<file path="config.mk">
export PLATFORM = sky130hd
export DESIGN_NAME = mmx_engine
export DESIGN_NICKNAME = d
export VERILOG_FILES = /design/src/rtl/mmx_pkg.sv /design/src/rtl/mmx_idx.sv /design/src/rtl/mmx_mac.sv /design/src/rtl/mmx_engine.sv
export SDC_FILE = /design/constraint.sdc
export NUM_CORES = 1
export LEC_CHECK = 0
export ABC_AREA = 1
export ABC_CLOCK_PERIOD_IN_PS = 6000
export BUFFER_PORTS_ARGS = -buffer_cell sky130_fd_sc_hd__buf_2
export CAP_MARGIN = 20
export CORE_UTILIZATION = 45
export CTS_BUF_LIST = sky130_fd_sc_hd__clkbuf_8
export DETAILED_ROUTE_END_ITERATION = 6
export PLACE_DENSITY = 0.65
export RECOVER_POWER = 50
export REMOVE_ABC_BUFFERS = 1
export SLEW_MARGIN = 0
export SYNTH_ARGS = -nofsm -noshare
export SYNTH_HDL_FRONTEND = slang
export SYNTH_SLANG_ARGS = --single-unit
</file>
<file path="constraint.sdc">
create_clock -name clk -period 6 [get_ports clk]
set_input_delay 0.6 -clock clk [delete_from_list [all_inputs] [get_ports clk]]
set_output_delay 0.6 -clock clk [all_outputs]
set_load 0.05 [all_outputs]
</file>
<file path="src/rtl/mmx_pkg.sv">
package mmx_pkg;

   // Slot within one read-modify-write k step
   typedef enum logic [1:0] {
      PH_AB = 2'd0,   // issue A and B reads
      PH_C  = 2'd1,   // capture A/B data, issue C read
      PH_WR = 2'd2    // accumulate and write C
   } rmw_ph_t;

   localparam int RMW_SLOTS = 3;

endpackage

</file>
<file path="src/rtl/mmx_idx.sv">
// Nested index walker: k is innermost, then j, then i.
module mmx_idx #(
   parameter int N  = 5,
   localparam int IW = $clog2(N)
) (
   input  logic          clk,
   input  logic          rst_n,
   input  logic          clear,
   input  logic          step,
   output logic [IW-1:0] i,
   output logic [IW-1:0] j,
   output logic [IW-1:0] k,
   output logic          at_end
);
   localparam logic [IW-1:0] KMAX = IW'(N - 1);

   assign at_end = (i == KMAX) && (j == KMAX) && (k == KMAX);

   always_ff @(posedge clk or negedge rst_n) begin
      if (!rst_n) begin
         i <= '0;
         j <= '0;
         k <= '0;
      end else if (clear) begin
         i <= '0;
         j <= '0;
         k <= '0;
      end else if (step) begin
         if (k == KMAX) begin
            k <= '0;
            if (j == KMAX) begin
               j <= '0;
               i <= (i == KMAX) ? '0 : i + 1'b1;
            end else begin
               j <= j + 1'b1;
            end
         end else begin
            k <= k + 1'b1;
         end
      end
   end
endmodule

</file>
<file path="src/rtl/mmx_mac.sv">
// Signed multiply, sign-extend to accumulator width, wrap-around add.
module mmx_mac #(
   parameter int EW = 8,
   parameter int CW = 16,
   localparam int PW = 2 * EW
) (
   input  logic [EW-1:0] a,
   input  logic [EW-1:0] b,
   input  logic [CW-1:0] base,
   output logic [CW-1:0] sum
);
   logic signed [PW-1:0] prod;
   logic signed [CW-1:0] prod_x;

   assign prod   = $signed(a) * $signed(b);
   assign prod_x = CW'(prod);
   assign sum    = base + prod_x;
endmodule

</file>
<file path="src/rtl/mmx_engine.sv">
module mmx_engine
   import mmx_pkg::*;
#(
   parameter int N         = 5,
   parameter int EW        = 8,
   parameter int CW        = 16,
   parameter bit LOCAL_ACC = 1'b0,
   localparam int MAW      = $clog2(N * N),
   localparam int IW       = $clog2(N)
) (
   input  logic           clk,
   input  logic           rst_n,
   input  logic           start,
   output logic           idle,
   output logic           done,
   output logic [MAW-1:0] a_addr,
   output logic           a_ce,
   input  logic [EW-1:0]  a_q,
   output logic [MAW-1:0] b_addr,
   output logic           b_ce,
   input  logic [EW-1:0]  b_q,
   output logic [MAW-1:0] c_addr,
   output logic           c_ce,
   output logic           c_we,
   output logic [CW-1:0]  c_d,
   input  logic [CW-1:0]  c_q
);
   localparam logic [IW-1:0]  KLAST = IW'(N - 1);
   localparam logic [MAW-1:0] CLAST = MAW'(N * N - 1);

   initial begin
      assert (N >= 2) else $error("mmx_engine: N must be at least 2");
      assert (CW >= 2 * EW) else $error("mmx_engine: CW must hold a full product");
   end

   logic          busy;
   logic          go;
   logic          step;
   logic          at_end;
   logic [IW-1:0] ri, rj, rk;
   logic [MAW-1:0] ik_addr, kj_addr, ij_addr;
   logic [EW-1:0] mac_a, mac_b;
   logic [CW-1:0] mac_base, mac_sum;

   assign idle = !busy;
   assign go   = start && !busy;

   mmx_idx #(.N(N)) u_idx (
      .clk   (clk),
      .rst_n (rst_n),
      .clear (go),
      .step  (step),
      .i     (ri),
      .j     (rj),
      .k     (rk),
      .at_end(at_end)
   );

   assign ik_addr = MAW'(int'(ri) * N + int'(rk));
   assign kj_addr = MAW'(int'(rk) * N + int'(rj));
   assign ij_addr = MAW'(int'(ri) * N + int'(rj));
   assign a_addr  = ik_addr;
   assign b_addr  = kj_addr;

   mmx_mac #(.EW(EW), .CW(CW)) u_mac (
      .a   (mac_a),
      .b   (mac_b),
      .base(mac_base),
      .sum (mac_sum)
   );

   generate
      if (!LOCAL_ACC) begin : g_rmw
         rmw_ph_t       ph;
         logic          run;
         logic          done_r;
         logic [EW-1:0] a_r, b_r;

         always_ff @(posedge clk or negedge rst_n) begin
            if (!rst_n) begin
               run    <= 1'b0;
               ph     <= PH_AB;
               a_r    <= '0;
               b_r    <= '0;
               done_r <= 1'b0;
            end else begin
               done_r <= run && (ph == PH_WR) && at_end;
               if (go) begin
                  run <= 1'b1;
                  ph  <= PH_AB;
               end else if (run) begin
                  case (ph)
                     PH_AB: ph <= PH_C;
                     PH_C: begin
                        ph  <= PH_WR;
                        a_r <= a_q;
                        b_r <= b_q;
                     end
                     default: begin
                        ph <= PH_AB;
                        if (at_end) run <= 1'b0;
                     end
                  endcase
               end
            end
         end

         assign busy     = run;
         assign step     = run && (ph == PH_WR);
         assign a_ce     = run && (ph == PH_AB);
         assign b_ce     = run && (ph == PH_AB);
         assign c_ce     = run && (ph != PH_AB);
         assign c_we     = run && (ph == PH_WR);
         assign c_addr   = ij_addr;
         assign mac_a    = a_r;
         assign mac_b    = b_r;
         assign mac_base = (rk == '0) ? '0 : c_q;
         assign c_d      = mac_sum;
         assign done     = done_r;
      end else begin : g_lacc
         logic           run, v1, first1, last1, wv2, done_r;
         logic [MAW-1:0] cad1, cad2;
         logic [CW-1:0]  acc;

         always_ff @(posedge clk or negedge rst_n) begin
            if (!rst_n) begin
               run    <= 1'b0;
               v1     <= 1'b0;
               first1 <= 1'b0;
               last1  <= 1'b0;
               wv2    <= 1'b0;
               done_r <= 1'b0;
               cad1   <= '0;
               cad2   <= '0;
               acc    <= '0;
            end else begin
               if (go) run <= 1'b1;
               else if (run && at_end) run <= 1'b0;
               v1     <= run;
               first1 <= (rk == '0);
               last1  <= (rk == KLAST);
               cad1   <= ij_addr;
               if (v1) acc <= mac_sum;
               wv2    <= v1 && last1;
               cad2   <= cad1;
               done_r <= wv2 && (cad2 == CLAST);
            end
         end

         assign busy     = run || v1 || wv2;
         assign step     = run;
         assign a_ce     = run;
         assign b_ce     = run;
         assign c_ce     = wv2;
         assign c_we     = wv2;
         assign c_addr   = cad2;
         assign mac_a    = a_q;
         assign mac_b    = b_q;
         assign mac_base = first1 ? '0 : acc;
         assign c_d      = acc;
         assign done     = done_r;
      end
   endgenerate
endmodule

</file>
==> results.cfg <==
[outcome]
outcome = complete, but fails checks
failed_checks = max-capacitance violations, max-slew violations

[routing]
routed_wl_um = 10300
vias = 3813
postRouteAntennaNets = 0
dr.first_iter.drc_count = 150
routedWlPerCell_um = 13.1
first_pass_iters = 4
viasPerCell = 4.86
drcViolationCount = 0

[sta]
tightest_slew_ns = 1.54
rsz0062_at_grt = true
hold_viol_final = 0
finClkSkew_ns = 0.00754
drv_slew = 30
fin_crit_sh_pct = 95.8
timing.fmax_mhz = 174
setup_viol = 0
slew_headroom_pct = -2.68
finalCriticalPeriod_ns = 5.75

[synthesis]
syn-cell-area_um2 = 4900
synthSimpleGateAreaFrac_pct = 15.7
synthCells = 578
synth-compound-area-share_pct = 3.96
yosys_most_used_dff = dfrtp_1
ys_async_sr_fraction_pct = 100
synth_edf_count = 0
synth_area_leader_cell = fa_1
synth_xor_area_share_pct = 4.29
synthAdderAreaFrac_pct = 45.3
synth_area_per_cell_um2 = 8.48
synth.distinct_cells = 30
synthMuxAreaShare_pct = 3.45
synth_area_leaders = fa_1 30%, ha_1 15%, dfrtp_1 15%, inv_1 11%, nand2_1 8.9%
seq_area_frac_synth_pct = 14.8
synth_top_family_by_area = adder cells
ys_ff_latch = 29
ys_warn_count = 0
synth_top_area_share_pct = 30.2

[cells_and_area]
syn2layout_area_growth_pct = 14.0
seqCellArea_um2 = 727
fin_cells = 785
drive_gt1_share_pct = 19.1
nFillCells = 1027
antenna_cells = 0
fin_nets = 816
multiInputGateArea_um2 = 3600

[min_path]
hp-class = register to register

[floorplanning]
start_util_pct = 46.8
fp.dieW_um = 106
rows = 37
coreArea_um2 = 10500
pin_count = 72
chipHeight_um = 106
dieArea_um2 = 11300

[worst_setup_path]
cp.required_ns = 5.40
startpoint_type = register
reg2reg_from = u_idx.k[1]
crit_path_end_kind = output port
r2r-end = u_idx.i[2]
crit_arrival_ns = 5.15
path_class = register to output port
critPathMaxFanout = 8
critPathCapture = c_d[14]
rr_worst_depth = 11
startpoint = u_idx.k[1]
r2r_slack_ns = 4.06

[clock_tree]
cts_root_buf = clkbuf_8
clk_latency_ns = 0.27
path_clk_slew_ns = 0.06
htreeDepth = 2
cts_tree = built
cts_buffers = 5
cts.path.max_buffers = 2
clock-sinks = 29

[grt]
grt_pass1_wl_um = 17100
antenna_found_initial = 0
grt_max_degree = 30
overflow = 0
grt_pass1_vias = 3776
grt_usage_pct = 18.9

[placed_design]
io_buffers = 71
routabilityCongestion = 0.828
place_hpwl_um = 8830
dp.cells = 771

[flow_run]
drv_cap = 1
worst min path at each step:
stage / end / start / cells past startpoint
after floorplan: busy / rst_n / 0
after global placement: g_rmw.ph[0] / g_rmw.ph[1] / 1
after detailed placement: g_rmw.ph[0] / g_rmw.ph[1] / 1
after CTS: u_idx.j[2] / rst_n / 1
after global routing: g_rmw.b_r[3] / b_q[3] / 2
final: g_rmw.ph[0] / g_rmw.ph[1] / 1
worst max-delay path, stage by stage (launching register included):
cell and delay [ns]:
dfrtp_1 0.42, inv_1 0.14, ha_1 0.19, inv_1 0.08, nor2_4 0.20, inv_4 0.09
nand2_1 0.09, fa_1 0.41, inv_1 0.09, fa_1 0.43, fa_1 0.47, fa_1 0.57
fa_1 0.43, ha_2 0.38, a21oi_2 0.07, o21ai_0 0.23, nand2_1 0.08, nand3_1 0.10
xor2_1 0.14, clkbuf_4 0.24
cell usage in the layout (no fill, tap or decap), types with 2 or more instances in the layout:
cell type  Yosys  final
nand2_2        3      3
or2_2          4      4
nor2_1        22     24
a21oi_1       12      9
nand3_1       24     24
o21ai_0       14     12
xor2_1        15     15
clkbuf_8       0      6
nor2_4         2      2
nor3_2         0      2
nand2_1      116    116
buf_4          1     12
nand3b_1       2      2
dfrtp_1       29     28
a21oi_2        1      4
buf_2          1     64
nor2_2         4      2
xnor2_1        9      9
mux2_2        15     15
clkbuf_4       0      2
ha_1          59     56
o22ai_1        3      3
o21ai_1        0      2
fa_1          74     74
inv_1        143    143
ha_2           0      2
clkbuf_1      15      2
a31oi_1        2      2
per-stage QoR:
stage          cell area (µm²)  setup slack [ns]  setup TNS (ns)  utilization [%]  hold WS (ns)
5_1_grt                   5590           -0.0401         -0.0605             53.4         0.564
3_5_place_dp              5380             0.199               0             51.4         0.536
3_3_place_gp              5380             0.284               0             51.4         0.530
4_1_cts                   5500            0.0122               0             52.6         0.367
2_1_floorplan             4830             0.297               0                -         0.304
6_report                  5590             0.249               0             53.4         0.548
cell usage after synthesis, types with 2 or more instances:
library cell	instances
a21oi_1	12
a31oi_1	2
clkbuf_1	15
dfrtp_1	29
fa_1	74
ha_1	59
inv_1	143
mux2_2	15
nand2_1	116
nand2_2	3
nand3_1	24
nand3b_1	2
nor2_1	22
nor2_2	4
nor2_4	2
nor3_1	2
o21ai_0	14
o22ai_1	3
or2_2	4
xnor2_1	9
xor2_1	15
sequential cells by signal, indices dropped and copies added (netlist names):
register,count
busy,1
u_idx.i,3
g_rmw.ph,2
u_idx.k,3
g_rmw.b_r,8
u_idx.j,3
done,1
g_rmw.a_r,8
kinds of logic after synthesis:
kind of cell             Yosys count
adder cells (fa/ha/maj)          133
XOR/XNOR                          24
multiplexers                      15
AND/OR/NAND/NOR                  181
flip-flops                        29
AO/OA/AOI/OAI                     35
buffers and inverters            161
timing repair:
action                                 4_1_cts  5_1_grt
resized for setup                            2       21
buffers inserted                             0        6
pin swaps                                    0        1
setup endpoints to repair                    6        7
endpoints found under the hold margin        0        0
hold buffers                                 0        0
final cells by class:
class	instances	area share, %
multi-input cells	388	64.4
flip-flops and latches	29	13.0
inverters	144	9.74
repair buffers	80	7.75
well taps	136	3.05
clock buffers	6	1.48
clock inverters	2	0.605
per-layer routing:
metal,vias up,wire [µm],GRT usage (%)
met2,77,5400,35.2
met4,0,49,1.98
met5,-,0,0
li1,1870,-,-
met3,7,341,1.78
met1,1859,4500,24.4
Power is not shown: default switching activity piles up to over one toggle a cycle in this logic, so the estimate is an artifact.
